==> config.mk <==
export PLATFORM = sky130hd
export DESIGN_NAME = shift_rotate_unit
export DESIGN_NICKNAME = d
export VERILOG_FILES = /design/src/rtl/sru_pkg.sv /design/src/rtl/sru_amount.sv /design/src/rtl/sru_core.sv /design/src/rtl/shift_rotate_unit.sv
export SDC_FILE = /design/constraint.sdc
export NUM_CORES = 1
export LEC_CHECK = 0
export BUFFER_PORTS_ARGS = -buffer_cell sky130_fd_sc_hd__clkbuf_2
export CAP_MARGIN = 0
export CORE_ASPECT_RATIO = 1.75
export CORE_UTILIZATION = 30
export CTS_BUF_LIST = sky130_fd_sc_hd__clkbuf_8 sky130_fd_sc_hd__clkbuf_16
export DETAILED_ROUTE_END_ITERATION = 16
export GPL_ROUTABILITY_DRIVEN = 0
export SYNTH_ARGS = -nofsm -noshare
export SYNTH_HDL_FRONTEND = slang
export SYNTH_SLANG_ARGS = --single-unit
==> constraint.sdc <==
create_clock -name clk -period 2.7 [get_ports clk]
set_input_delay 0.54 -clock clk [delete_from_list [all_inputs] [get_ports clk]]
set_output_delay 0.54 -clock clk [all_outputs]
set_load 0.02 [all_outputs]
==> src/rtl/sru_pkg.sv <==
package sru_pkg;
    localparam logic [2:0] OPC_SLL = 3'b000;
    localparam logic [2:0] OPC_SRL = 3'b001;
    localparam logic [2:0] OPC_SRA = 3'b010;
    localparam logic [2:0] OPC_ROL = 3'b011;
    localparam logic [2:0] OPC_ROR = 3'b100;

    typedef enum logic {
        SRU_EMPTY = 1'b0,
        SRU_FULL  = 1'b1
    } sru_state_e;
endpackage

==> src/rtl/sru_amount.sv <==
module sru_amount #(
    parameter int AMT_W = 5
) (
    input  logic             amt_is_imm,
    input  logic             is_rotate,
    input  logic [AMT_W:0]   reg_amt,
    input  logic [AMT_W-1:0] imm_amt,
    output logic [AMT_W-1:0] amt,
    output logic             flush
);
    // Register shifts see one extra count bit; set means the whole word leaves.
    always_comb begin
        if (amt_is_imm) begin
            amt   = imm_amt;
            flush = 1'b0;
        end else begin
            amt   = reg_amt[AMT_W-1:0];
            flush = !is_rotate && reg_amt[AMT_W];
        end
    end
endmodule

==> src/rtl/sru_core.sv <==
module sru_core
    import sru_pkg::*;
#(
    parameter int WIDTH = 32,
    localparam int AMT_W = $clog2(WIDTH)
) (
    input  logic [2:0]       op_code,
    input  logic [AMT_W-1:0] amt,
    input  logic             flush,
    input  logic [WIDTH-1:0] a_in,
    output logic [WIDTH-1:0] result
);
    logic dir_left;
    logic is_rot;
    logic is_known;
    logic fill_bit;

    assign dir_left = (op_code == OPC_SLL) || (op_code == OPC_ROL);
    assign is_rot   = (op_code == OPC_ROL) || (op_code == OPC_ROR);
    assign is_known = (op_code <= OPC_ROR);
    assign fill_bit = (op_code == OPC_SRA) ? a_in[WIDTH-1] : 1'b0;

    logic [WIDTH-1:0] a_rev;
    logic [WIDTH-1:0] src;
    logic [WIDTH-1:0] out_rev;
    logic [AMT_W:0][WIDTH-1:0] stg;

    // Left operations run through the right-moving network on a mirrored word.
    for (genvar j = 0; j < WIDTH; j++) begin : g_rev
        assign a_rev[j]   = a_in[WIDTH-1-j];
        assign out_rev[j] = stg[AMT_W][WIDTH-1-j];
    end

    assign src    = dir_left ? a_rev : a_in;
    assign stg[0] = src;

    for (genvar i = 0; i < AMT_W; i++) begin : g_stage
        localparam int S = 1 << i;
        logic [WIDTH-1:0] moved;
        assign moved = is_rot ? {stg[i][S-1:0], stg[i][WIDTH-1:S]}
                              : {{S{fill_bit}}, stg[i][WIDTH-1:S]};
        assign stg[i+1] = amt[i] ? moved : stg[i];
    end

    always_comb begin
        if (!is_known) begin
            result = a_in;
        end else if (flush) begin
            result = {WIDTH{fill_bit}};
        end else if (dir_left) begin
            result = out_rev;
        end else begin
            result = stg[AMT_W];
        end
    end
endmodule

==> src/rtl/shift_rotate_unit.sv <==
module shift_rotate_unit
    import sru_pkg::*;
#(
    parameter int WIDTH = 32,
    localparam int AMT_W = $clog2(WIDTH)
) (
    input  logic             clk,
    input  logic             rst_n,
    input  logic             in_valid,
    input  logic [2:0]       op_code,
    input  logic             amt_is_imm,
    input  logic [WIDTH-1:0] a_data,
    input  logic [WIDTH-1:0] b_data,
    input  logic [AMT_W-1:0] imm_amt,
    output logic             out_valid,
    output logic [WIDTH-1:0] out_data
);
    sru_state_e       state_q;
    sru_state_e       state_d;
    logic [AMT_W-1:0] amt;
    logic             flush;
    logic             is_rotate;
    logic [WIDTH-1:0] result;

    assign is_rotate = (op_code == OPC_ROL) || (op_code == OPC_ROR);

    sru_amount #(.AMT_W(AMT_W)) u_amount (
        .amt_is_imm (amt_is_imm),
        .is_rotate  (is_rotate),
        .reg_amt    (b_data[AMT_W:0]),
        .imm_amt    (imm_amt),
        .amt        (amt),
        .flush      (flush)
    );

    sru_core #(.WIDTH(WIDTH)) u_core (
        .op_code (op_code),
        .amt     (amt),
        .flush   (flush),
        .a_in    (a_data),
        .result  (result)
    );

    // Transitions: ACCEPT on in_valid, DRAIN otherwise.
    always_comb begin
        state_d = state_q;
        unique case (state_q)
            SRU_EMPTY: state_d = in_valid ? SRU_FULL : SRU_EMPTY;
            SRU_FULL:  state_d = in_valid ? SRU_FULL : SRU_EMPTY;
            default:   state_d = SRU_EMPTY;
        endcase
    end

    always_ff @(posedge clk) begin
        if (!rst_n) begin
            state_q <= SRU_EMPTY;
        end else begin
            state_q <= state_d;
        end
    end

    always_ff @(posedge clk) begin
        if (!rst_n) begin
            out_data <= '0;
        end else if (in_valid) begin
            out_data <= result;
        end
    end

    assign out_valid = (state_q == SRU_FULL);
endmodule

; After elaboration in Yosys (flattened, before gate mapping)
; Index checks and enable logic that the tools add are counted.
[classes]
n_mux = 18
magnitude_cmp = 1
n_reduce_logical = 5
eq_ne = 3
[ops]
columns = cell, n
row1 = $mux 32, 14
row2 = $eq 3x2->1 const B, 2
row3 = $mux 5, 1
row4 = $eq 3x3->1 const B, 1
row5 = $le 3x3->1 const B, 1
row6 = $logic_not 3->1, 1
row7 = $mux 1, 3
row8 = $logic_or 1x1->1, 2
row9 = $logic_and 1x1->1, 1
row10 = $logic_not 1->1, 1
[word_totals]
inputBits = 76
word_cells = 29
ff_bits = 33

; Logic depth before layout (Yosys ltp)
; Gate-level depths: netlist (run 1).
[depth]
depth_word = 16
depth_mapped = 11
ltp_nobuf = 8

; Cells and area by module
; A second synthesis (run 1) with hierarchy kept.
[hier_totals]
hier_cells = 740
hier_area_um2 = 5582.9
[modules_own_cells]
columns = mod, cells_each, seq_area_each_um2, n_inst, area_per_inst_um2
row1 = sru_core, 625, 0.0, 1, 4202.8
row2 = shift_rotate_unit, 108, 660.6, 1, 1286.2
row3 = sru_amount, 7, 0.0, 1, 93.8

; Worst setup path before layout (run 1)
; Ideal clock, no wire load.
[synth_path]
kind = input to register
from = input amt_is_imm
to = register out_data[16]
path_buffers = 3
setup_slack_ns = -0.205
arrival_time_ns = 2.782
required_time_ns = 2.576
path_stages = 11
setup_time_ns = 0.124
path_cell_list = buf_6 mux2i_4 buf_12 buf_12 mux4_2 mux2i_1 mux2i_1 mux2_2 o21a_1 a221oi_1 o21ai_1
[synth_via]
elab_chain_cells = 13
elab_cells_between_ends = 14
[synth_lines]
columns = item, line
row1 = from (decl), shift_rotate_unit.sv:11  ; input logic amt_is_imm,
row2 = $mux 5, sru_amount.sv:13  ; if (amt_is_imm) begin
row3 = $mux 32, sru_core.sv:42  ; assign stg[i+1] = amt[i] ? moved : stg[i];
row4 = $mux 32, sru_core.sv:40  ; assign moved = is_rot ? {stg[i][S-1:0], stg[i][WIDTH-1:S]}
row5 = $mux 32, sru_core.sv:42
row6 = $mux 32, sru_core.sv:40
row7 = $mux 32, sru_core.sv:42
row8 = $mux 32, sru_core.sv:40
row9 = $mux 32, sru_core.sv:42
row10 = $mux 32, sru_core.sv:40
row11 = $mux 32, sru_core.sv:42
row12 = $mux 32, sru_core.sv:50  ; end else if (dir_left) begin
row13 = $mux 32 (*), sru_core.sv:48  ; end else if (flush) begin
row14 = $mux 32 (*), sru_core.sv:46  ; if (!is_known) begin
row15 = to (signal assigned), shift_rotate_unit.sv:66  ; out_data <= result;
row16 = to (decl), shift_rotate_unit.sv:16  ; output logic [WIDTH-1:0] out_data
; Mark *: on every way between the ends. The rest lies on a longest branch, timed or not.
; A chain may end at the register's enable or synchronous reset.

; Final worst setup path (run 1)
[layout_path]
from = input amt_is_imm
to = register out_data[2]
; Same word-level chain as after synthesis.

==> report_table.html, run 1 <==
<table>
<tr><th>Metric</th><th>Value</th></tr>
<tr><th colspan="2">Status</th></tr>
<tr><td>Run status</td><td>complete, but fails checks</td></tr>
<tr><td>Violations in the final reports</td><td>negative setup slack</td></tr>
<tr><th colspan="2">Placement</th></tr>
<tr><td>Port buffer count</td><td>between 80 and 90</td></tr>
<tr><td>Placement-stage worst setup slack</td><td>-751 ps</td></tr>
<tr><td>Detailed placement HPWL</td><td>23.3 mm</td></tr>
<tr><th colspan="2">Hold path</th></tr>
<tr><td>Path class of the lowest-slack min-delay path</td><td>flip-flop to flip-flop</td></tr>
<tr><th colspan="2">Timing</th></tr>
<tr><td>Largest clock skew in the final design</td><td>0 ps</td></tr>
<tr><td>Pin slew with the least headroom to its limit</td><td>566 ps</td></tr>
<tr><td>RSZ-0062 raised after global routing</td><td>true</td></tr>
<tr><td>Final critical-path required period</td><td>3020 ps</td></tr>
<tr><td>Final slew viol count</td><td>0</td></tr>
<tr><td>Worst setup slack after layout</td><td>-324 ps</td></tr>
<tr><td>Worst slew margin relative to its limit</td><td>0.623</td></tr>
<tr><td>Fmax</td><td>between 300 and 400 MHz</td></tr>
<tr><td>Number of failing setup endpoints in the final timing report</td><td>32</td></tr>
<tr><td>Hold Fails Final Rpt</td><td>0</td></tr>
<tr><td>Tcrit/Tclk final</td><td>1.12</td></tr>
<tr><td>WHS</td><td>450 ps</td></tr>
<tr><th colspan="2">Global route</th></tr>
<tr><td>First-pass GRT wire length</td><td>46.5 mm</td></tr>
<tr><td>Number of antenna violations at the first check in global routing</td><td>1</td></tr>
<tr><td>Global routing usage summed across all routing layers</td><td>0.324</td></tr>
<tr><td>Total congestion overflow</td><td>0</td></tr>
<tr><td>Vias in the first global route</td><td>7754</td></tr>
<tr><td>Pin count of the biggest net entering global routing</td><td>34</td></tr>
<tr><th colspan="2">Routing</th></tr>
<tr><td>Vias post-DR</td><td>~7800</td></tr>
<tr><td>Pre-Repair DR Iteration Count</td><td>6</td></tr>
<tr><td>Number of nets with antenna violations after routing</td><td>0</td></tr>
<tr><td>Average via count per standard cell</td><td>6.17</td></tr>
<tr><td>Final routed wirelength across all metal layers</td><td>31.2 mm</td></tr>
<tr><td>Post-DR wirelength/cell</td><td>24.8 um</td></tr>
<tr><td>Drt drc</td><td>0</td></tr>
<tr><td>Initial DRC count</td><td>677</td></tr>
<tr><th colspan="2">Floorplanning</th></tr>
<tr><td>Initial core utilization</td><td>0.306</td></tr>
<tr><td>Chip Width</td><td>106 um</td></tr>
<tr><td>Area inside the core boundary</td><td>18600 sq um</td></tr>
<tr><td>Total die area</td><td>between 15000 and 20000 sq um</td></tr>
<tr><td>Die height</td><td>184 um</td></tr>
<tr><td>Row cnt</td><td>66</td></tr>
<tr><td>I/O pin total</td><td>109</td></tr>
<tr><th colspan="2">Yosys</th></tr>
<tr><td>Post-synth cell types</td><td>63</td></tr>
<tr><td>Post-Synthesis Cells</td><td>695</td></tr>
<tr><td>Fraction of synthesized area in multiplexers</td><td>0.369</td></tr>
<tr><td>Number of enable flip-flop cells after synthesis</td><td>0</td></tr>
<tr><td>Number of warnings reported in the yosys synthesis log</td><td>0</td></tr>
<tr><td>Number of nets in the synthesized netlist</td><td>about 770</td></tr>
<tr><td>Post-synthesis sequential area ratio</td><td>0.116</td></tr>
<tr><td>Area share of the largest cell type after synthesis</td><td>0.178</td></tr>
<tr><td>Synthesized-area fraction occupied by ao, oa, aoi and oai cells</td><td>0.285</td></tr>
<tr><td>Cell taking the most area after synthesis</td><td>mux4_2</td></tr>
<tr><td>Most common flop cell mapped by yosys</td><td>dfxtp_1</td></tr>
<tr><td>Cell Area, Synth</td><td>5690 sq um</td></tr>
<tr><td>Largest cells by area after synthesis</td><td>mux4_2 18%, mux2i_1 13%, dfxtp_1 12%, nand2_1 6.0%, nor2_1 4.6%</td></tr>
<tr><td>Avg Synthesized Cell Area</td><td>between 8 and 9 sq um</td></tr>
<tr><td>Post-synthesis simple-gate area fraction</td><td>0.158</td></tr>
<tr><td>Largest family of logic cells by synthesized area</td><td>multiplexers</td></tr>
<tr><td>Share of flip-flops with an asynchronous set or reset</td><td>0</td></tr>
<tr><td>Flops &amp; latches, synth</td><td>33</td></tr>
<tr><td>Area share of fa/ha/maj cells after synthesis</td><td>0</td></tr>
<tr><td>Area share of xor/xnor cells in the synthesized design</td><td>0.00308</td></tr>
<tr><th colspan="2">Clocking</th></tr>
<tr><td>Register clock-pin slew on the reported worst setup and hold paths</td><td>60 ps</td></tr>
<tr><td>TritonCTS clock tree</td><td>built</td></tr>
<tr><td>Maximum clock insertion buffer count</td><td>2</td></tr>
<tr><td>Number of clock sinks seen by CTS</td><td>33</td></tr>
<tr><td>CTS H-tree lvls</td><td>2</td></tr>
<tr><td>Number of buffers created by CTS</td><td>5</td></tr>
<tr><td>Root buffer selected by CTS</td><td>clkbuf_16</td></tr>
<tr><td>Latest clock arrival within the worst-skew pair</td><td>300 ps</td></tr>
<tr><th colspan="2">Power</th></tr>
<tr><td>Worst IR Drop VDD</td><td>0.252 mV</td></tr>
<tr><td>Static Leakage</td><td>4.01 nW</td></tr>
<tr><td>Pwr Density</td><td>around 400 nW/um^2</td></tr>
<tr><th colspan="2">Setup path</th></tr>
<tr><td>WP data required</td><td>slightly below 3000 ps</td></tr>
<tr><td>Startpoint type of the worst setup path</td><td>input port</td></tr>
<tr><td>Crit. End Element</td><td>flip-flop</td></tr>
<tr><td>CP max-delay cell</td><td>a222oi_1</td></tr>
<tr><td>Max stage delay on crit path</td><td>560 ps</td></tr>
<tr><td>Arrival time of data at the critical path endpoint</td><td>3260 ps</td></tr>
<tr><td>Critical Setup Path Class</td><td>input port to flip-flop</td></tr>
<tr><td>Critical path cell sequence</td><td>clkbuf_16 &gt; buf_8 &gt; mux2i_4 &gt; buf_12 &gt; buf_8 &gt; mux4_2 &gt; mux2i_4 &gt; a222oi_1 &gt; buf_4 &gt; nand3_4 &gt; a222oi_1 &gt; buf_4 &gt; a21oi_2 &gt; a21oi_2</td></tr>
<tr><td>Largest driver fanout on the critical path</td><td>7</td></tr>
<tr><th colspan="2">Final layout</th></tr>
<tr><td>Area Growth Syn to Fin</td><td>69.9%</td></tr>
<tr><td>Fraction of final layout cells with drive strength greater than 1</td><td>0.587</td></tr>
<tr><td>Commonest non-fill, non-tap cells in the layout</td><td>262 x buf_4, 86 x nand2_1, 81 x clkbuf_2, 61 x nor2_1, 53 x mux2i_1</td></tr>
<tr><td>Share of the core filled with cells</td><td>0.520</td></tr>
<tr><td>Leading cell type in the layout, fill and taps excluded</td><td>buf_4</td></tr>
<tr><td>Net total in the final layout</td><td>1097</td></tr>
<tr><th colspan="2">Flow run</th></tr>
<tr><td>Max-cap violation count</td><td>0</td></tr>
</table>
## power breakdown
| part | switching (mW) | total, mW | internal (mW) |
|---|---|---|---|
| registers | 0.0279 | 0.563 | 0.535 |
| logic | 1.46 | 2.72 | 1.26 |
| clock network | 0.250 | 0.687 | 0.437 |
## cell usage after synthesis, types with 13 or more instances
cell type  instances
nor2_1            70
mux4_2            45
o21ai_0           45
a31oi_1           13
o22ai_1           17
o211ai_1          26
mux2_2            18
a22oi_1           13
nand2_1           91
clkbuf_1          35
mux2i_1           72
a21oi_1           43
nor3_1            18
dfxtp_1           33
a211oi_1          15
nand3_1           13
## flip-flops by register name (all words and copies together), names as in the netlist
name       flops
out_valid      1
out_data      32
## layer usage
layer	vias up	GRT usage	wire, um	share of wire
li1	3424	-	-	-
met1	3716	0.334	10400	0.33
met2	439	0.552	15300	0.49
met3	199	0.0636	2030	0.065
met4	0	0.291	3490	0.11
met5	-	0	0	0
## timing repair
item	4_1_cts	5_1_grt
gates cloned	1	0
gates resized for setup	134	97
hold buffers	0	0
setup endpoints to repair	32	32
buffers inserted	23	15
pin swaps	69	56
## cell families (layout without fill, tap and decap cells)
family          Yosys count  after routing
flops                    33             33
mux                     142            142
simple gates            211            211
other cells               0              1
compound gates          241            241
buf+inv                  66            393
xor+xnor                  2              2
## final timing paths
check	start	depth (start not counted)	slack (ps)	endpoint
hold reg to reg	out_data[11]$_SDFFE_PN0P_	2	450	out_data[11]$_SDFFE_PN0P_
hold / removal	out_data[11]$_SDFFE_PN0P_	2	450	out_data[11]$_SDFFE_PN0P_
setup reg to reg	out_data[0]$_SDFFE_PN0P_	3	1790	out_data[0]$_SDFFE_PN0P_
setup / recovery	amt_is_imm	14	-320	out_data[2]$_SDFFE_PN0P_
## metrics by stage
| stage | instances | setup TNS [ps] | total power [mW] | area, sq um |
|---|---|---|---|---|
| 2_1_floorplan | 695 | -407 | 1.68 | 5740 |
| 3_3_place_gp | 1217 | -17840 | 2.66 | 8170 |
| 4_1_cts | 1248 | -3170 | 3.64 | 9120 |
| 5_1_grt | 1260 | -6350 | 4.12 | 9670 |
| 6_report | 1261 | -3840 | 3.97 | 9670 |
| 3_5_place_dp | 1217 | -18670 | 2.68 | 8170 |
## worst max-delay path, delay by kind of cell
family	cells	cell delay (ps)
AND/OR/NAND/NOR	1	80
AO/OA/AOI/OAI	4	1050
buffers and inverters	6	950
multiplexers	3	630
## layout make-up
cell class / instances / area [sq um]
clock buffers: 5 / 125
well taps: 238 / 298
repair buffers: 383 / 2960
clock inverters: 3 / 46.3
flip-flops and latches: 33 / 661
diodes: 1 / 2.50
multi-input cells: 596 / 5580
inverters: 2 / 7.51
fillers: 1663 / 8910
Note: power is estimated with default switching activity, not from simulation.
==> run 2: changes to the inputs <==
--- a/config.mk
+++ b/config.mk
@@ -8,10 +8,10 @@
 export BUFFER_PORTS_ARGS = -buffer_cell sky130_fd_sc_hd__clkbuf_2
 export CAP_MARGIN = 0
 export CORE_ASPECT_RATIO = 1.75
+export CORE_MARGIN = 4
 export CORE_UTILIZATION = 30
 export CTS_BUF_LIST = sky130_fd_sc_hd__clkbuf_8 sky130_fd_sc_hd__clkbuf_16
 export DETAILED_ROUTE_END_ITERATION = 16
-export GPL_ROUTABILITY_DRIVEN = 0
 export SYNTH_ARGS = -nofsm -noshare
 export SYNTH_HDL_FRONTEND = slang
 export SYNTH_SLANG_ARGS = --single-unit
==> run 2 against run 1 <==
Compared with the run above: the run still ends with negative setup slack left; critical path depth shrank 1; register-to-register slack gained 30 ps; cell count rose by 0.95%; clock skew unchanged; fmax is 4.6% higher; power fell by 0.85%; die area grew 9.1%; flip-flop and latch count is the same; clock power barely moved; via count shrank 1.5%; sequential power about the same; worst hold slack got worse by 3.7 ps; critical endpoint is now out_data[29]$_SDFFE_PN0P_; highest routed layer unchanged.
==> report_table.html, run 2 (synthesized netlist as in run 1, its figures left out) <==
<table>
<tr><th>Metric</th><th>Value</th></tr>
<tr><th colspan="2">Global route</th></tr>
<tr><td>First-pass GRT wire length</td><td>48.9 mm</td></tr>
<tr><td>Pin count of the biggest net entering global routing</td><td>34</td></tr>
<tr><td>Number of antenna violations at the first check in global routing</td><td>0</td></tr>
<tr><td>Vias in the first global route</td><td>7880</td></tr>
<tr><td>Total congestion overflow</td><td>0</td></tr>
<tr><td>Global routing usage summed across all routing layers</td><td>0.302</td></tr>
<tr><th colspan="2">Power</th></tr>
<tr><td>Pwr Density</td><td>411 nW/um^2</td></tr>
<tr><td>Internal power</td><td>2.23 mW</td></tr>
<tr><td>Switching power</td><td>1.70 mW</td></tr>
<tr><td>Worst IR Drop VDD</td><td>0.447 mV</td></tr>
<tr><td>Clock share of power</td><td>0.174</td></tr>
<tr><td>Part of the total power dissipated in combinational logic</td><td>0.683</td></tr>
<tr><td>Reg power frac</td><td>0.143</td></tr>
<tr><td>Static Leakage</td><td>4.04 nW</td></tr>
<tr><td>Pwr Total</td><td>3.93 mW</td></tr>
<tr><td>Switching share of power</td><td>0.433</td></tr>
<tr><th colspan="2">Routing</th></tr>
<tr><td>Sum of met3 wire segment lengths after detailed routing</td><td>1.56 mm</td></tr>
<tr><td>Vias post-DR</td><td>7664</td></tr>
<tr><td>Post-DR wirelength/cell</td><td>around 26 um</td></tr>
<tr><td>Number of nets with antenna violations after routing</td><td>0</td></tr>
<tr><td>M1 WL</td><td>11.2 mm</td></tr>
<tr><td>Top layer reached by signal wires</td><td>met4</td></tr>
<tr><td>Pre-Repair DR Iteration Count</td><td>5</td></tr>
<tr><td>Initial DRC count</td><td>494</td></tr>
<tr><td>Average via count per standard cell</td><td>about 6</td></tr>
<tr><td>Drt drc</td><td>0</td></tr>
<tr><td>Detail Route met2 WL</td><td>16.8 mm</td></tr>
<tr><td>Final routed wirelength across all metal layers</td><td>32.7 mm</td></tr>
<tr><th colspan="2">Timing</th></tr>
<tr><td>Final critical-path required period</td><td>slightly below 3000 ps</td></tr>
<tr><td>Tcrit/Tclk final</td><td>1.07</td></tr>
<tr><td>Worst slew margin relative to its limit</td><td>0.514</td></tr>
<tr><td>RSZ-0062 raised after global routing</td><td>true</td></tr>
<tr><td>Number of failing setup endpoints in the final timing report</td><td>27</td></tr>
<tr><td>Final slew viol count</td><td>0</td></tr>
<tr><td>Largest clock skew in the final design</td><td>0 ps</td></tr>
<tr><td>Hold Fails Final Rpt</td><td>0</td></tr>
<tr><td>Worst setup slack after layout</td><td>-191 ps</td></tr>
<tr><td>Fmax</td><td>approximately 350 MHz</td></tr>
<tr><td>WHS</td><td>446 ps</td></tr>
<tr><td>Pin slew with the least headroom to its limit</td><td>726 ps</td></tr>
<tr><th colspan="2">Clocking</th></tr>
<tr><td>Number of buffers created by CTS</td><td>5</td></tr>
<tr><td>TritonCTS clock tree</td><td>built</td></tr>
<tr><td>Register clock-pin slew on the reported worst setup and hold paths</td><td>60 ps</td></tr>
<tr><td>CTS H-tree lvls</td><td>2</td></tr>
<tr><td>Maximum clock insertion buffer count</td><td>2</td></tr>
<tr><td>Root buffer selected by CTS</td><td>clkbuf_16</td></tr>
<tr><td>Hold-fix buffers at CTS</td><td>0</td></tr>
<tr><td>Latest clock arrival within the worst-skew pair</td><td>290 ps</td></tr>
<tr><td>Number of clock sinks seen by CTS</td><td>33</td></tr>
<tr><th colspan="2">Hold path</th></tr>
<tr><td>Number of stages on the worst hold path</td><td>2</td></tr>
<tr><td>Beginning of the worst hold path</td><td>out_data[11]$_SDFFE_PN0P_</td></tr>
<tr><td>Hold path endpoint</td><td>out_data[11]$_SDFFE_PN0P_</td></tr>
<tr><td>Path class of the lowest-slack min-delay path</td><td>flip-flop to flip-flop</td></tr>
<tr><th colspan="2">Final layout</th></tr>
<tr><td>Area Growth Syn to Fin</td><td>68.1%</td></tr>
<tr><td>Filler Cells Inserted</td><td>1855</td></tr>
<tr><td>Commonest non-fill, non-tap cells in the layout</td><td>283 x buf_4, 87 x nand2_1, 81 x clkbuf_2, 64 x nor2_1, 52 x mux2i_1</td></tr>
<tr><td>Register with the highest flop count</td><td>out_data</td></tr>
<tr><td>Layout Cells excl Fill</td><td>1273</td></tr>
<tr><td>Fraction of final layout cells with drive strength greater than 1</td><td>0.574</td></tr>
<tr><td>Sequential cell area</td><td>between 600 and 700 sq um</td></tr>
<tr><td>Share of the core filled with cells</td><td>0.513</td></tr>
<tr><td>Number of antenna cells inserted</td><td>0</td></tr>
<tr><td>Flip-flop count of the largest register after layout</td><td>32</td></tr>
<tr><td>Net total in the final layout</td><td>~1100</td></tr>
<tr><td>Leading cell type in the layout, fill and taps excluded</td><td>buf_4</td></tr>
<tr><td>Area of the multi-input gates</td><td>approximately 5400 sq um</td></tr>
<tr><th colspan="2">Setup path</th></tr>
<tr><td>Category of cells accounting for the largest share of critical-path delay</td><td>compound AO/OA/AOI/OAI gates</td></tr>
<tr><td>Critical path buffer and inverter count</td><td>5</td></tr>
<tr><td>R2R cell count</td><td>3</td></tr>
<tr><td>R2r endpoint</td><td>out_data[31]$_SDFFE_PN0P_</td></tr>
<tr><td>Startpoint type of the worst setup path</td><td>input port</td></tr>
<tr><td>Crit. End Element</td><td>flip-flop</td></tr>
<tr><td>Critical Setup Path Class</td><td>input port to flip-flop</td></tr>
<tr><td>CP max-delay cell</td><td>a222oi_1</td></tr>
<tr><td>Max stage delay on crit path</td><td>around 420 ps</td></tr>
<tr><td>Largest driver fanout on the critical path</td><td>7</td></tr>
<tr><td>WP data required</td><td>2920 ps</td></tr>
<tr><td>R2r startpoint</td><td>out_data[31]$_SDFFE_PN0P_</td></tr>
<tr><td>Arrival time of data at the critical path endpoint</td><td>between 3000 and 4000 ps</td></tr>
<tr><td>Critical path cell sequence</td><td>clkbuf_16 &gt; buf_8 &gt; mux2_4 &gt; buf_6 &gt; mux2i_1 &gt; mux2_4 &gt; a222oi_1 &gt; buf_4 &gt; nand3_2 &gt; a222oi_1 &gt; buf_4 &gt; a21oi_2 &gt; a21oi_2</td></tr>
<tr><td>Setup slack on the worst flop-to-flop path</td><td>1820 ps</td></tr>
<tr><th colspan="2">Placement</th></tr>
<tr><td>Final weighted congestion in routability-driven placement</td><td>1.02</td></tr>
<tr><td>Detailed placement HPWL</td><td>roughly 26 mm</td></tr>
<tr><td>Port buffer count</td><td>82</td></tr>
<tr><td>Number of placed cells counting well taps</td><td>approximately 1200</td></tr>
<tr><th colspan="2">Floorplanning</th></tr>
<tr><td>I/O pin total</td><td>roughly 110</td></tr>
<tr><td>Row cnt</td><td>66</td></tr>
<tr><td>Chip Width</td><td>112 um</td></tr>
<tr><td>Die height</td><td>190 um</td></tr>
<tr><td>Area inside the core boundary</td><td>approximately 19000 sq um</td></tr>
<tr><td>Initial core utilization</td><td>0.305</td></tr>
<tr><td>Total die area</td><td>21300 sq um</td></tr>
<tr><th colspan="2">Status</th></tr>
<tr><td>Run status</td><td>complete, but fails checks</td></tr>
<tr><td>Violations in the final reports</td><td>negative setup slack</td></tr>
<tr><th colspan="2">Flow run</th></tr>
<tr><td>Max-cap violation count</td><td>0</td></tr>
</table>
-- run 2: final cells by class --
cell class | count | share of cell area
tap | 238 | 0.0311
clock inverter | 3 | 0.00484
sequential | 33 | 0.0690
multi-input combinational | 597 | 0.562
timing repair buffer | 395 | 0.319
clock buffer | 5 | 0.0131
inverter | 2 | 0.000785
-- run 2: worst register-to-register path, stage by stage, from the launching register on --
cell and delay (ps):
dfxtp_1 340, a21oi_1 160, o221ai_2 100, and3_1 180
-- run 2: power by group through the flow --
stage	registers [mW]	clock network [mW]	logic (mW)
floorplan	0.627	0	1.06
global placement	0.573	0	2.23
detailed placement	0.574	0	2.24
CTS	0.563	0.693	2.52
global route	0.568	0.707	2.82
finish	0.562	0.684	2.69
-- run 2: worst max path at each step --
| stage | start | slack, ps | cells past startpoint | endpoint |
|---|---|---|---|---|
| 6_report | amt_is_imm | -190 | 13 | out_data[29]$_SDFFE_PN0P_ |
| 5_1_grt | amt_is_imm | -290 | 12 | out_data[23]$_SDFFE_PN0P_ |
| 4_1_cts | amt_is_imm | -190 | 13 | out_data[29]$_SDFFE_PN0P_ |
| 3_5_place_dp | amt_is_imm | -800 | 8 | out_data[13]$_SDFFE_PN0P_ |
| 3_3_place_gp | amt_is_imm | -740 | 8 | out_data[18]$_SDFFE_PN0P_ |
| 2_1_floorplan | amt_is_imm | -100 | 11 | out_data[16]$_SDFFE_PN0P_ |
-- run 2: through the flow --
stage                     setup TNS (ps)  area (sq um)  worst slack [ps]
after floorplan                     -407          5740             -95.5
after global placement            -19660          8370              -739
after detailed placement          -21710          8370              -805
after CTS                          -2790          9290              -190
after global routing               -5390          9570              -290
final                              -2310          9570              -191
-- run 2: layer usage --
| metal | GRT usage | up-vias |
|---|---|---|
| met1 | 0.313 | 3715 |
| met4 | 0.227 | 0 |
| met2 | 0.550 | 361 |
| met3 | 0.0365 | 135 |
| li1 | - | 3453 |
| met5 | 0 | - |
-- run 2: timing repair --
item,in CTS,in global routing
pin swaps,44,16
endpoints found under the setup margin,32,32
cloned,2,0
setup buffers,22,9
resized for setup,128,58
==> run 3: changes to the inputs <==
--- a/config.mk
+++ b/config.mk
@@ -7,11 +7,16 @@
 export LEC_CHECK = 0
 export BUFFER_PORTS_ARGS = -buffer_cell sky130_fd_sc_hd__clkbuf_2
 export CAP_MARGIN = 0
+export CELL_PAD_IN_SITES_DETAIL_PLACEMENT = 1
+export CELL_PAD_IN_SITES_GLOBAL_PLACEMENT = 1
 export CORE_ASPECT_RATIO = 1.75
 export CORE_MARGIN = 4
 export CORE_UTILIZATION = 30
 export CTS_BUF_LIST = sky130_fd_sc_hd__clkbuf_8 sky130_fd_sc_hd__clkbuf_16
 export DETAILED_ROUTE_END_ITERATION = 16
+export HOLD_SLACK_MARGIN = 0.02
+export PLACE_DENSITY_LB_ADDON = 0.1
 export SYNTH_ARGS = -nofsm -noshare
 export SYNTH_HDL_FRONTEND = slang
+export SYNTH_HIERARCHICAL = 1
 export SYNTH_SLANG_ARGS = --single-unit
==> run 3 against run 2 <==
Compared with the run above: the flow still finishes with violations (negative setup slack); critical endpoint is now out_data[2]$_SDFFE_PN0P_; die area is 1.8% lower; global-route usage increased by 4.1 points; clock-buffer cell count unchanged; wire length rose by 19%; highest routed layer unchanged; clock skew unchanged; design area increased by 6.7%; power rose by 12%; synthesized area is 1.9% lower; sequential share of layout area fell by 0.43 points; setup slack lost 450 ps; largest cell class unchanged; fmax down 13%; clock power is essentially flat.
==> report_table.html, run 3 <==
<table>
<tr><th>Metric</th><th>Value</th></tr>
<tr><th colspan="2">Hold path</th></tr>
<tr><td>Path class of the lowest-slack min-delay path</td><td>flip-flop to flip-flop</td></tr>
<tr><td>Beginning of the worst hold path</td><td>out_data[15]$_SDFFE_PN0P_</td></tr>
<tr><td>Number of stages on the worst hold path</td><td>2</td></tr>
<tr><td>Hold path endpoint</td><td>out_data[15]$_SDFFE_PN0P_</td></tr>
<tr><th colspan="2">Clocking</th></tr>
<tr><td>Number of clock sinks seen by CTS</td><td>33</td></tr>
<tr><td>TritonCTS clock tree</td><td>built</td></tr>
<tr><td>Maximum clock insertion buffer count</td><td>2</td></tr>
<tr><td>CTS H-tree lvls</td><td>2</td></tr>
<tr><td>Number of buffers created by CTS</td><td>5</td></tr>
<tr><td>Root buffer selected by CTS</td><td>clkbuf_16</td></tr>
<tr><td>Latest clock arrival within the worst-skew pair</td><td>290 ps</td></tr>
<tr><td>Register clock-pin slew on the reported worst setup and hold paths</td><td>60 ps</td></tr>
<tr><th colspan="2">Flow run</th></tr>
<tr><td>Max-cap violation count</td><td>0</td></tr>
<tr><th colspan="2">Final layout</th></tr>
<tr><td>Commonest non-fill, non-tap cells in the layout</td><td>228 x buf_4, 77 x clkbuf_2, 45 x mux2i_1, 44 x buf_6, 44 x o21ai_0</td></tr>
<tr><td>Share of the core filled with cells</td><td>0.563</td></tr>
<tr><td>Number of antenna cells inserted</td><td>0</td></tr>
<tr><td>Layout Cells excl Fill</td><td>roughly 1300</td></tr>
<tr><td>Area Growth Syn to Fin</td><td>82.9%</td></tr>
<tr><td>Fraction of final layout cells with drive strength greater than 1</td><td>0.630</td></tr>
<tr><td>Summed area of non-filler cells in the final layout</td><td>10200 sq um</td></tr>
<tr><td>Net total in the final layout</td><td>between 1000 and 1500</td></tr>
<tr><td>Leading cell type in the layout, fill and taps excluded</td><td>buf_4</td></tr>
<tr><td>Flip-flop count of the largest register after layout</td><td>32</td></tr>
<tr><td>Register with the highest flop count</td><td>out_data</td></tr>
<tr><th colspan="2">Power</th></tr>
<tr><td>Worst IR Drop VDD</td><td>0.565 mV</td></tr>
<tr><td>Pwr Density</td><td>431 nW/um^2</td></tr>
<tr><td>Static Leakage</td><td>around 4.3 nW</td></tr>
<tr><th colspan="2">Floorplanning</th></tr>
<tr><td>Total die area</td><td>between 20000 and 25000 sq um</td></tr>
<tr><td>Area inside the core boundary</td><td>18100 sq um</td></tr>
<tr><td>I/O pin total</td><td>109</td></tr>
<tr><td>Chip Width</td><td>111 um</td></tr>
<tr><td>Initial core utilization</td><td>0.308</td></tr>
<tr><td>Row cnt</td><td>65</td></tr>
<tr><td>Die height</td><td>188 um</td></tr>
<tr><th colspan="2">Yosys</th></tr>
<tr><td>Number of warnings reported in the yosys synthesis log</td><td>6</td></tr>
<tr><td>Number of enable flip-flop cells after synthesis</td><td>0</td></tr>
<tr><td>Share of flip-flops with an asynchronous set or reset</td><td>0</td></tr>
<tr><td>Cell taking the most area after synthesis</td><td>dfxtp_1</td></tr>
<tr><td>Cell Area, Synth</td><td>5580 sq um</td></tr>
<tr><td>Number of nets in the synthesized netlist</td><td>816</td></tr>
<tr><td>Most common flop cell mapped by yosys</td><td>dfxtp_1</td></tr>
<tr><td>Area share of the largest cell type after synthesis</td><td>0.118</td></tr>
<tr><td>Largest cells by area after synthesis</td><td>dfxtp_1 12%, mux2i_1 11%, mux4_2 8.5%, o21ai_0 6.1%, nand2_1 4.7%</td></tr>
<tr><td>Post-synthesis sequential area ratio</td><td>0.118</td></tr>
<tr><td>Avg Synthesized Cell Area</td><td>7.54 sq um</td></tr>
<tr><td>Most numerous cell in the Yosys netlist</td><td>nand2_1</td></tr>
<tr><td>Post-synth top cells</td><td>70 x nand2_1, 68 x o21ai_0, 61 x mux2i_1, 56 x nor2_1, 40 x clkbuf_1</td></tr>
<tr><td>Flops &amp; latches, synth</td><td>33</td></tr>
<tr><td>Post-synth cell types</td><td>69</td></tr>
<tr><td>Post-Synthesis Cells</td><td>740</td></tr>
<tr><th colspan="2">Setup path</th></tr>
<tr><td>Critical path buffer and inverter count</td><td>2</td></tr>
<tr><td>R2r startpoint</td><td>out_data[3]$_SDFFE_PN0P_</td></tr>
<tr><td>WP data required</td><td>2930 ps</td></tr>
<tr><td>Max stage delay on crit path</td><td>500 ps</td></tr>
<tr><td>Startpoint type of the worst setup path</td><td>input port</td></tr>
<tr><td>Arrival time of data at the critical path endpoint</td><td>3570 ps</td></tr>
<tr><td>Setup slack on the worst flop-to-flop path</td><td>roughly 2000 ps</td></tr>
<tr><td>CP dominant cell by count</td><td>mux2_4</td></tr>
<tr><td>Critical Setup Path Class</td><td>input port to flip-flop</td></tr>
<tr><td>Crit. End Element</td><td>flip-flop</td></tr>
<tr><td>Critical path cell sequence</td><td>clkbuf_16 &gt; mux2_4 &gt; buf_6 &gt; nand2_4 &gt; and2_4 &gt; mux2_4 &gt; a211o_4 &gt; mux4_2 &gt; mux2_4 &gt; or4_4 &gt; o221ai_2 &gt; mux2i_1 &gt; nor2b_1</td></tr>
<tr><td>R2R cell count</td><td>2</td></tr>
<tr><td>Category of cells accounting for the largest share of critical-path delay</td><td>multiplexers</td></tr>
<tr><td>R2r endpoint</td><td>out_data[3]$_SDFFE_PN0P_</td></tr>
<tr><td>CP max-delay cell</td><td>mux4_2</td></tr>
<tr><td>Largest driver fanout on the critical path</td><td>7</td></tr>
<tr><th colspan="2">Timing</th></tr>
<tr><td>Worst slew margin relative to its limit</td><td>0.630</td></tr>
<tr><td>Final critical-path required period</td><td>3340 ps</td></tr>
<tr><td>Total negative slack for setup checks</td><td>-14630 ps</td></tr>
<tr><td>Tcrit/Tclk final</td><td>1.24</td></tr>
<tr><td>RSZ-0062 raised after global routing</td><td>true</td></tr>
<tr><td>Fmax</td><td>299 MHz</td></tr>
<tr><td>Worst setup slack after layout</td><td>-640 ps</td></tr>
<tr><td>Number of failing setup endpoints in the final timing report</td><td>32</td></tr>
<tr><td>Largest clock skew in the final design</td><td>0 ps</td></tr>
<tr><td>Final slew viol count</td><td>0</td></tr>
<tr><td>Hold Fails Final Rpt</td><td>0</td></tr>
<tr><td>Pin slew with the least headroom to its limit</td><td>555 ps</td></tr>
<tr><th colspan="2">Routing</th></tr>
<tr><td>Post-DR wirelength/cell</td><td>30.3 um</td></tr>
<tr><td>Pre-Repair DR Iteration Count</td><td>5</td></tr>
<tr><td>Initial DRC count</td><td>around 480</td></tr>
<tr><td>Drt drc</td><td>0</td></tr>
<tr><td>Vias post-DR</td><td>8052</td></tr>
<tr><td>Number of nets with antenna violations after routing</td><td>0</td></tr>
<tr><td>Final routed wirelength across all metal layers</td><td>38.8 mm</td></tr>
<tr><td>Average via count per standard cell</td><td>6.29</td></tr>
<tr><th colspan="2">Placement</th></tr>
<tr><td>Number of placed cells counting well taps</td><td>between 1000 and 1500</td></tr>
<tr><td>Detailed placement HPWL</td><td>a little under 30 mm</td></tr>
<tr><td>Port buffer count</td><td>82</td></tr>
<tr><td>Final weighted congestion in routability-driven placement</td><td>1.02</td></tr>
<tr><td>Placement-stage worst setup slack</td><td>-1440 ps</td></tr>
<tr><td>Cell area reported after detailed placement</td><td>8000 sq um</td></tr>
<tr><th colspan="2">Global route</th></tr>
<tr><td>Pin count of the biggest net entering global routing</td><td>34</td></tr>
<tr><td>Total congestion overflow</td><td>0</td></tr>
<tr><td>Number of antenna violations at the first check in global routing</td><td>0</td></tr>
<tr><td>Vias in the first global route</td><td>approximately 8700</td></tr>
<tr><td>Global routing usage summed across all routing layers</td><td>0.344</td></tr>
<tr><td>First-pass GRT wire length</td><td>54.6 mm</td></tr>
<tr><th colspan="2">Status</th></tr>
<tr><td>Run status</td><td>complete, but fails checks</td></tr>
<tr><td>Violations in the final reports</td><td>negative setup slack</td></tr>
</table>
## run 3: changes by cell type after synthesis, sizes merged, moves of 9 or more
| cell | previous run | this run |
|---|---|---|
| or2 | 2 | 21 |
| nor2 | 70 | 57 |
| nor2b | 1 | 33 |
| a22oi | 13 | 28 |
| a21oi | 45 | 18 |
| o21ai | 49 | 70 |
| nand2b | 0 | 35 |
| mux2i | 74 | 61 |
| nand2 | 91 | 70 |
| o211ai | 26 | 12 |
| mux4 | 49 | 21 |
| nand3 | 13 | 4 |
| a211oi | 16 | 33 |
## run 3: how the worst max path moves through the flow
stage / startpoint / slack [ps] / endpoint / depth (start not counted)
after global routing: amt_is_imm / -690 / out_data[2]$_SDFFE_PN0P_ / 13
final: amt_is_imm / -640 / out_data[2]$_SDFFE_PN0P_ / 13
after detailed placement: amt_is_imm / -1440 / out_data[26]$_SDFFE_PN0P_ / 15
after global placement: amt_is_imm / -1300 / out_data[26]$_SDFFE_PN0P_ / 15
after CTS: amt_is_imm / -580 / out_data[2]$_SDFFE_PN0P_ / 12
after floorplan: amt_is_imm / -670 / out_data[2]$_SDFFE_PN0P_ / 13
## run 3: stage by stage
stage                     hold WS, ps  power, mW
after global routing              546       4.57
final                             518       4.40
after CTS                         525       4.03
after floorplan                   589       1.79
after detailed placement          507       2.92
after global placement            502       2.88
## run 3: timing repair
item | 4_1_cts | 5_1_grt
pin swaps | 57 | 77
setup buffers | 28 | 27
hold buffers | 0 | 0
gates resized for setup | 202 | 172
endpoints found under the setup margin | 32 | 32
gates cloned | 4 | 2
## run 3: layer usage
metal / up-vias / part of all wire / global-route usage
met1: 4004 / 0.32 / 0.331
li1: 3457 / - / -
met4: 0 / 0.12 / 0.299
met3: 203 / 0.048 / 0.0357
met5: - / 0 / 0
met2: 388 / 0.51 / 0.639
## run 3: area by class of cell
| cell class | instances | area (sq um) |
|---|---|---|
| Clock inverter | 3 | 46.3 |
| Timing Repair Buffer | 363 | 2870 |
| Multi-Input combinational cell | 637 | 6180 |
| Tap cell | 234 | 293 |
| Inverter | 6 | 30.0 |
| Sequential cell | 33 | 661 |
| Fill cell | 2032 | 7930 |
| Clock buffer | 5 | 125 |
## run 3: cell families after synthesis
kind of cell,share of synthesized area
AOI/OAI and AO/OA,0.323
xor gates and xnor gates,0.00986
buffers and inverters,0.0695
DFF,0.118
muxes,0.228
and+or+nand+nor,0.251
## run 3: worst reg2reg max path, delay by kind of cell, from the launching register on
| kind | cells | cell delay [ps] |
|---|---|---|
| and+or+nand+nor | 1 | 140 |
| muxes | 1 | 100 |
| DFF | 1 | 390 |
## run 3: report_power, final
group / total (mW) / switching [mW] / internal [mW]
clock: 0.681 / 0.244 / 0.437
sequential: 0.565 / 0.0275 / 0.538
combinational: 3.16 / 1.71 / 1.44
